==> src/rtl/ofp_pkg.sv <==
package ofp_pkg;

   typedef enum logic [1:0] {
      MODE_OO = 2'b00,
      MODE_OF = 2'b01,
      MODE_FO = 2'b10,
      MODE_FF = 2'b11
   } ofp_mode_e;

   typedef enum logic {
      KIND_OMEGA = 1'b0,
      KIND_FLIP  = 1'b1
   } ofp_kind_e;

   // Per physical stage: route through the shuffle wiring, enable the
   // switch column, and take the upper half of the control word.
   typedef struct packed {
      logic wire_en;
      logic sw_en;
      logic use_hi;
   } ofp_cfg_t;

   localparam int unsigned OFP_STAGES = 4;

endpackage

==> src/rtl/ofp_swcol.sv <==
module ofp_swcol #(
   parameter int unsigned WIDTH = 64
) (
   input  logic [WIDTH-1:0]   x,
   input  logic [WIDTH/2-1:0] sel,
   input  logic               en,
   output logic [WIDTH-1:0]   y
);
   localparam int unsigned PAIRS = WIDTH / 2;

   for (genvar k = 0; k < PAIRS; k++) begin : g_pair
      logic swap;
      assign swap        = en & sel[k];
      assign y[2*k]      = swap ? x[2*k+1] : x[2*k];
      assign y[2*k+1]    = swap ? x[2*k]   : x[2*k+1];
   end

endmodule

==> src/rtl/ofp_shuffle.sv <==
module ofp_shuffle #(
   parameter int unsigned WIDTH   = 64,
   parameter bit          INVERSE = 1'b0
) (
   input  logic [WIDTH-1:0] x,
   input  logic             en,
   output logic [WIDTH-1:0] y
);
   localparam int unsigned HALF = WIDTH / 2;

   logic [WIDTH-1:0] perm;

   for (genvar i = 0; i < HALF; i++) begin : g_map
      if (INVERSE) begin : g_inv
         assign perm[i]      = x[2*i];
         assign perm[i+HALF] = x[2*i+1];
      end else begin : g_fwd
         assign perm[2*i]    = x[i];
         assign perm[2*i+1]  = x[i+HALF];
      end
   end

   assign y = en ? perm : x;

endmodule

==> src/rtl/ofp_stage.sv <==
module ofp_stage
   import ofp_pkg::*;
#(
   parameter int unsigned WIDTH = 64,
   parameter ofp_kind_e   KIND  = KIND_OMEGA
) (
   input  logic [WIDTH-1:0]   x,
   input  logic [WIDTH/2-1:0] ctrl_lo,
   input  logic [WIDTH/2-1:0] ctrl_hi,
   input  ofp_cfg_t           cfg,
   output logic [WIDTH-1:0]   y
);
   logic [WIDTH/2-1:0] sel;
   logic [WIDTH-1:0]   mid;

   assign sel = cfg.use_hi ? ctrl_hi : ctrl_lo;

   if (KIND == KIND_OMEGA) begin : g_omega
      ofp_shuffle #(.WIDTH(WIDTH), .INVERSE(1'b0)) u_wire (
         .x(x), .en(cfg.wire_en), .y(mid));
      ofp_swcol #(.WIDTH(WIDTH)) u_sw (
         .x(mid), .sel(sel), .en(cfg.sw_en), .y(y));
   end else begin : g_flip
      ofp_swcol #(.WIDTH(WIDTH)) u_sw (
         .x(x), .sel(sel), .en(cfg.sw_en), .y(mid));
      ofp_shuffle #(.WIDTH(WIDTH), .INVERSE(1'b1)) u_wire (
         .x(mid), .en(cfg.wire_en), .y(y));
   end

endmodule

==> src/rtl/ofp_mode_dec.sv <==
module ofp_mode_dec
   import ofp_pkg::*;
(
   input  logic [1:0]                mode,
   output ofp_cfg_t [OFP_STAGES-1:0] cfg
);
   localparam ofp_cfg_t OFF  = '{wire_en: 1'b0, sw_en: 1'b0, use_hi: 1'b0};
   localparam ofp_cfg_t LO   = '{wire_en: 1'b1, sw_en: 1'b1, use_hi: 1'b0};
   localparam ofp_cfg_t HI   = '{wire_en: 1'b1, sw_en: 1'b1, use_hi: 1'b1};
   localparam ofp_cfg_t SWLO = '{wire_en: 1'b0, sw_en: 1'b1, use_hi: 1'b0};
   localparam ofp_cfg_t SWHI = '{wire_en: 1'b0, sw_en: 1'b1, use_hi: 1'b1};

   // Index 0..3 = omega, omega, flip, flip.
   always_comb begin
      unique case (ofp_mode_e'(mode))
         MODE_OO: cfg = {OFF,  OFF,  HI,  LO};
         MODE_FF: cfg = {HI,   LO,   OFF, OFF};
         MODE_OF: cfg = {OFF,  HI,   OFF, LO};
         // Flip then omega: the inverse shuffle and the shuffle cancel,
         // so only the two flip-side switch columns act, wiring bypassed.
         MODE_FO: cfg = {SWHI, SWLO, OFF, OFF};
         default: cfg = {OFF,  OFF,  OFF, OFF};
      endcase
   end

endmodule

==> src/rtl/ofp_step.sv <==
module ofp_step
   import ofp_pkg::*;
#(
   parameter int unsigned WIDTH = 64
) (
   input  logic             clk,
   input  logic             rst_n,
   input  logic             in_valid,
   input  logic [1:0]       in_mode,
   input  logic [WIDTH-1:0] in_data,
   input  logic [WIDTH-1:0] in_ctrl,
   output logic             out_valid,
   output logic [WIDTH-1:0] out_data
);
   localparam int unsigned HALF = WIDTH / 2;

   if (WIDTH < 4 || (WIDTH & (WIDTH - 1)) != 0) begin : g_bad_width
      $error("ofp_step: WIDTH must be a power of two, at least 4");
   end

   ofp_cfg_t [OFP_STAGES-1:0] cfg;
   logic     [WIDTH-1:0]      link [OFP_STAGES+1];

   ofp_mode_dec u_dec (.mode(in_mode), .cfg(cfg));

   assign link[0] = in_data;

   for (genvar s = 0; s < OFP_STAGES; s++) begin : g_stage
      ofp_stage #(
         .WIDTH(WIDTH),
         .KIND ((s < OFP_STAGES/2) ? KIND_OMEGA : KIND_FLIP)
      ) u_stage (
         .x      (link[s]),
         .ctrl_lo(in_ctrl[HALF-1:0]),
         .ctrl_hi(in_ctrl[WIDTH-1:HALF]),
         .cfg    (cfg[s]),
         .y      (link[s+1])
      );
   end

   always_ff @(posedge clk or negedge rst_n) begin
      if (!rst_n) begin
         out_valid <= 1'b0;
         out_data  <= '0;
      end else begin
         out_valid <= in_valid;
         if (in_valid) out_data <= link[OFP_STAGES];
      end
   end

endmodule

==> config.mk <==
export PLATFORM = sky130hd
export DESIGN_NAME = ofp_step
export DESIGN_NICKNAME = d
export VERILOG_FILES = /design/src/rtl/ofp_pkg.sv /design/src/rtl/ofp_swcol.sv /design/src/rtl/ofp_shuffle.sv /design/src/rtl/ofp_stage.sv /design/src/rtl/ofp_mode_dec.sv /design/src/rtl/ofp_step.sv
export SDC_FILE = /design/constraint.sdc
export NUM_CORES = 1
export LEC_CHECK = 0
export ABC_CLOCK_PERIOD_IN_PS = 1200
export BUFFER_PORTS_ARGS = -buffer_cell sky130_fd_sc_hd__buf_4
export CAP_MARGIN = 15
export CORE_MARGIN = 3
export CORE_UTILIZATION = 57
export CTS_CLUSTER_SIZE = 20
export DETAILED_ROUTE_END_ITERATION = 8
export PLACE_DENSITY = 0.83
export SLEW_MARGIN = 20
export SYNTH_ARGS = -nofsm -noshare
export SYNTH_HDL_FRONTEND = slang
export SYNTH_SLANG_ARGS = --single-unit
==> constraint.sdc <==
create_clock -name clk -period 1.2 [get_ports clk]
set_input_delay 0.3 -clock clk [delete_from_list [all_inputs] [get_ports clk]]
set_output_delay 0.3 -clock clk [all_outputs]
set_load 0.01 [all_outputs]
==> results of run 1 <==
[metrics by stage]
step                cell area, um^2  hold slack (ns)
global placement              14790           0.2085
floorplan                     10580         0.004409
detailed placement            14790           0.2096
[kinds of logic after synthesis]
kind of cell,Yosys count,synth area share (%)
XOR/XNOR,1,0.09212
buffers and inverters,167,7.645
multiplexers,105,11.30
flip-flops,65,17.11
AO/OA/AOI/OAI,497,38.86
AND/OR/NAND/NOR,461,25.00
[Yosys cell counts (all sizes together) (6+ instances only)]
master,count,share of area (%)
o32ai,15,1.5
a32o,8,0.84
a22o,11,1.0
dfrtp,65,17
clkbuf,63,2.5
nand4,7,0.46
mux2,19,2.3
o31ai,9,0.71
a311oi,8,0.80
nor2,80,3.2
a221oi,19,1.8
nor3b,19,1.6
a21o,7,0.55
nand3b,31,2.4
nand2b,22,1.4
o22a,9,0.83
o211ai,19,1.5
o21ai,69,3.6
nor2b,25,1.6
and2,10,0.66
and3b,15,1.4
nor3,46,2.5
and3,15,0.99
or3,9,0.59
buf,67,3.7
o2bb2ai,22,2.0
o221a,7,0.83
a31oi,28,1.8
a221o,9,0.95
nand3,57,3.0
a22oi,32,2.5
nand2,117,4.6
a31o,6,0.55
o221ai,20,1.8
o22ai,22,1.4
inv,36,1.4
a2bb2oi,11,1.0
mux2i,86,9.1
a32oi,30,2.8
a211oi,15,1.3
o311ai,11,1.0
a21oi,69,3.6
==> flow_summary_export.csv, run 1 <==
group,metric,value,unit
status,stop_stage,"clock tree synthesis",
placed_design,place_ws,-1.188,ns
synthesis,ys_types,77,
clocking,cts_buffer_depth,2,
floorplan,rows,46,
floorplan,fp.dieW,135.2,um
clocking,cts_resized,392,
clocking,h-tree-depth,3,
floorplan,initial_core_util,59.01,%
synthesis,synth_flop_cell,"dfrtp_1",
synthesis,yosys_warnings,0,
synthesis,synth_area,9509,um^2
placed_design,port-buffer-count,197,
clocking,clock-root-buffer,"clkbuf_16",
status,toolErrorMsg,"[ERROR DPL-0038] Utilization greater than 100%, impossible to legalize",
clocking,cts_sinks,65,
synthesis,ys_seq_area_share,17.11,%
synthesis,ys_seq_elements,65,
synthesis,synth_edf_count,0,
clocking,numCtsBuffers,9,
clocking,hold_buffers,1,
placed_design,dp_hpwl,43330,um
status,status,"aborted with a tool error",
floorplan,io_pins,198,
synthesis,synth_area_per_cell,7.337,um^2
floorplan,die_y,135.2,um
synthesis,synthCells,1296,
synthesis,synth_async_sr_flop_share,100.0,%
placed_design,dp_cells,2005,
clocking,cts_setup_buffers,80,
placed_design,gp_congestion,1.167,
synthesis,syn-num-nets,1429,
==> run 2: changes to the inputs <==
- CORE_UTILIZATION: 57 -> 40
- CTS_CLUSTER_SIZE: 20 -> unset
- PLACE_DENSITY: 0.83 -> unset
- PLACE_DENSITY_LB_ADDON: unset -> 0.15
==> run 2 against run 1 <==
Compared with the run above:
- the flow now finishes, with violations (setup timing)
- area after synthesis did not move
- synthesized cell count did not move
==> flow_summary_export.csv, run 2 <==
group,metric,value,unit
sta,setup_ws,-0.7657,ns
sta,fin_skew,0,ns
power_and_ir_drop,max-vdd-ir-drop,0.6990,mV
setup_path,cp_slowest_cell,"o211ai_1",
setup_path,rr_endpoint,"out_data[6]$_DFFE_PN0P_",
setup_path,reg2reg_slack,0.05,ns
finish,syn_to_final_growth,97.89,%
synthesis,synth_area_leaders,"dfrtp_1 17%, mux2i_1 9.1%, nand2_1 4.6%, a21oi_1 3.6%, o21ai_0 3.5%",
finish,drive_above_1_share,58.44,%
synthesis,syn-num-nets,1429,
global_route,met1_usage,46.18,%
route,wl,62400,um
finish,finalNetCount,2082,
floorplan,initial_core_util,41.37,%
placed_design,gp_congestion,1.069,
placed_design,dp_hpwl,42370,um
global_route,grt_use_met3,6.693,%
placed_design,dp_cells,2136,
finish,diodes,0,
clocking,cts_buffer_depth,2,
synthesis,synth_edf_count,0,
synthesis,ys_types,77,
global_route,grt_pass1_vias,14680,
sta,hold_viol_final,0,
clocking,clock-root-buffer,"clkbuf_16",
global_route,antenna_found_initial,0,
clocking,cts_sinks,65,
global_route,grt_max_degree,29,
status,status,"complete, but fails checks",
setup_path,crit_path_max_fanout,6,
clocking,h-tree-depth,3,
synthesis,ys_seq_area_share,17.11,%
clocking,numCtsBuffers,9,
sta,slew_violations,0,
route,drt-initial-drc-count,1831,
finish,fin_util,81.87,%
setup_path,path_class,"in -> reg",
sta,max_freq,508.7,MHz
sta,fin_crit,1.966,ns
setup_path,worstReg2RegStart,"out_data[6]$_DFFE_PN0P_",
synthesis,yosys.area.top_type,"dfrtp_1",
synthesis,synthCells,1296,
global_route,grt_overflow,0,
global_route,grt_usage,42.11,%
finish,layout_commonest_cell,"buf_4",
finish,largest_register_ff_count,64,
setup_path,crit_start,"in_mode[0]",
job,maxCapViolations,0,
finish,largestRegisters,"out_data x64, out_valid x1",
placed_design,port-buffer-count,197,
floorplan,rows,55,
finish,regMostFlops,"out_data",
power_and_ir_drop,leakage,8.116,nW
synthesis,ys_seq_elements,65,
synthesis,synth_async_sr_flop_share,100.0,%
synthesis,synth_commonest_cells,"117 x nand2_1, 86 x mux2i_1, 80 x nor2_1",
clocking,clk_pin_slew,0.06,ns
setup_path,rr_worst_depth,5,
finish,final_cell_mix,"632 x buf_4, 102 x nand2_1, 91 x buf_6",
floorplan,io_pins,198,
global_route,grt.busiest_layer,"met2",
sta,setup_violations,73,
global_route,use_met2,71.28,%
synthesis,synth_area,9509,um^2
setup_path,startpoint_type,"input port",
power_and_ir_drop,p_per_area,785.6,nW/um^2
setup_path,setup.worst_path.end,"out_data[60]$_DFFE_PN0P_",
finish,fillers,1444,
route,ant_nets,0,
synthesis,synth_area_per_cell,7.337,um^2
route,routed_via_density,6.821,
finish,fin_cells,2267,
sta,setup_tns,-40.02,ns
synthesis,synth_top_area_share,17.11,%
synthesis,synth_flop_cell,"dfrtp_1",
route,drt-wirelength-per-cell,27.53,um
worst_hold_path,min_path_type,"in -> async",
synthesis,yosysMostFrequentCell,"nand2_1",
sta,fin_crit_sh,163.8,%
floorplan,core_region_area,22980,um^2
floorplan,fp.dieW,160.2,um
sta,slew_headroom,56.92,%
setup_path,path_cells,"buf_12 -> nor2b_4 -> buf_6 -> buf_6 -> buf_12 -> buf_12 -> a22oi_2 -> o2bb2ai_4 -> buf_6 -> mux2i_4 -> o211ai_1 -> o22a_1",
route,vias,15460,
status,violations,"setup timing",
route,drc_errors,0,
clocking,tritoncts,"yes",
setup_path,arrival,2.25,ns
sta,worst_pin_slew,0.6381,ns
setup_path,crit_path_end_kind,"flop",
synthesis,yosys_warnings,0,
global_route,grt_pass1_wl,85010,um
floorplan,die_y,160.2,um
floorplan,die-area,25660,um^2
setup_path,slowest_delay,0.29,ns
setup_path,required,1.48,ns
sta,grt_setup_unrepaired,"true",
route,first_pass_iters,6,
clocking,clk_latency,0.34,ns
run 2: cell counts after synthesis:
Identical to the previous run, type by type.
run 2: where the power goes:
part	internal [mW]	switching (mW)	leakage [nW]
Clock	1.66	1.03	0.142
Sequential	2.53	0.275	0.757
Combinational	4.55	4.74	7.22
Total	8.74	6.05	8.12
run 2: critical path: cells and delay by family:
kind / cells / cell delay [ns]
AOI/OAI and AO/OA: 4 / 0.94
buffers and inverters: 6 / 0.77
muxes: 1 / 0.08
and+or+nand+nor: 1 / 0.13
run 2: how the worst min path moves through the flow:
stage | start | end | slack, ns | depth (start not counted)
floorplan | rst_n | out_data[0]$_DFFE_PN0P_ | 0.004 | 0
global placement | rst_n | out_valid$_DFF_PN0_ | 0.24 | 1
detailed placement | rst_n | out_valid$_DFF_PN0_ | 0.25 | 1
CTS | rst_n | out_valid$_DFF_PN0_ | 0.44 | 2
global route | rst_n | out_valid$_DFF_PN0_ | 0.46 | 2
finish | rst_n | out_valid$_DFF_PN0_ | 0.43 | 2
run 2: stage by stage:
step                      cell area [um^2]  setup slack (ns)  hold WS, ns  power, mW
after floorplan                      10580           -0.6530     0.004409      6.073
after global placement               15140            -1.055       0.2418      9.673
after detailed placement             15140            -1.055       0.2507      9.738
after CTS                            17310           -0.6359       0.4424      13.38
after global routing                 18820           -0.7727       0.4622      15.22
final                                18820           -0.7657       0.4301      14.78
run 2: area by class of cell:
class	instances	area, um^2	share of cell area (%)
multi-input cells	1064	9619	51.12
repair buffers	772	6743	35.83
flip-flops and latches	65	1628	8.650
well taps	313	391.6	2.081
clock buffers	11	242.7	1.290
inverters	37	138.9	0.7380
clock inverters	5	55.05	0.2926
run 2: what timing repair did:
item / in CTS / in global routing
setup endpoints to repair: 72 / 88
buffers inserted: 60 / 53
gates resized for setup: 240 / 224
pin swaps: 108 / 129
endpoints found under the hold margin: 18 / 0
hold buffers: 1 / 0
cloned: 8 / 1
run 2: kinds of logic after synthesis:
logic type / after synthesis / share of synthesized area (%)
simple gates: 461 / 25.00
buf+inv: 167 / 7.645
compound gates: 497 / 38.86
flops: 65 / 17.11
xor+xnor: 1 / 0.09212
mux: 105 / 11.30
run 2: per-layer routing:
layer | share of wire (%) | wire length [um]
met5 | 0 | 0
met1 | 33 | 20820
met3 | 9.9 | 6170
met2 | 46 | 28500
met4 | 11 | 6910
Power figures use the tool's default switching activity.
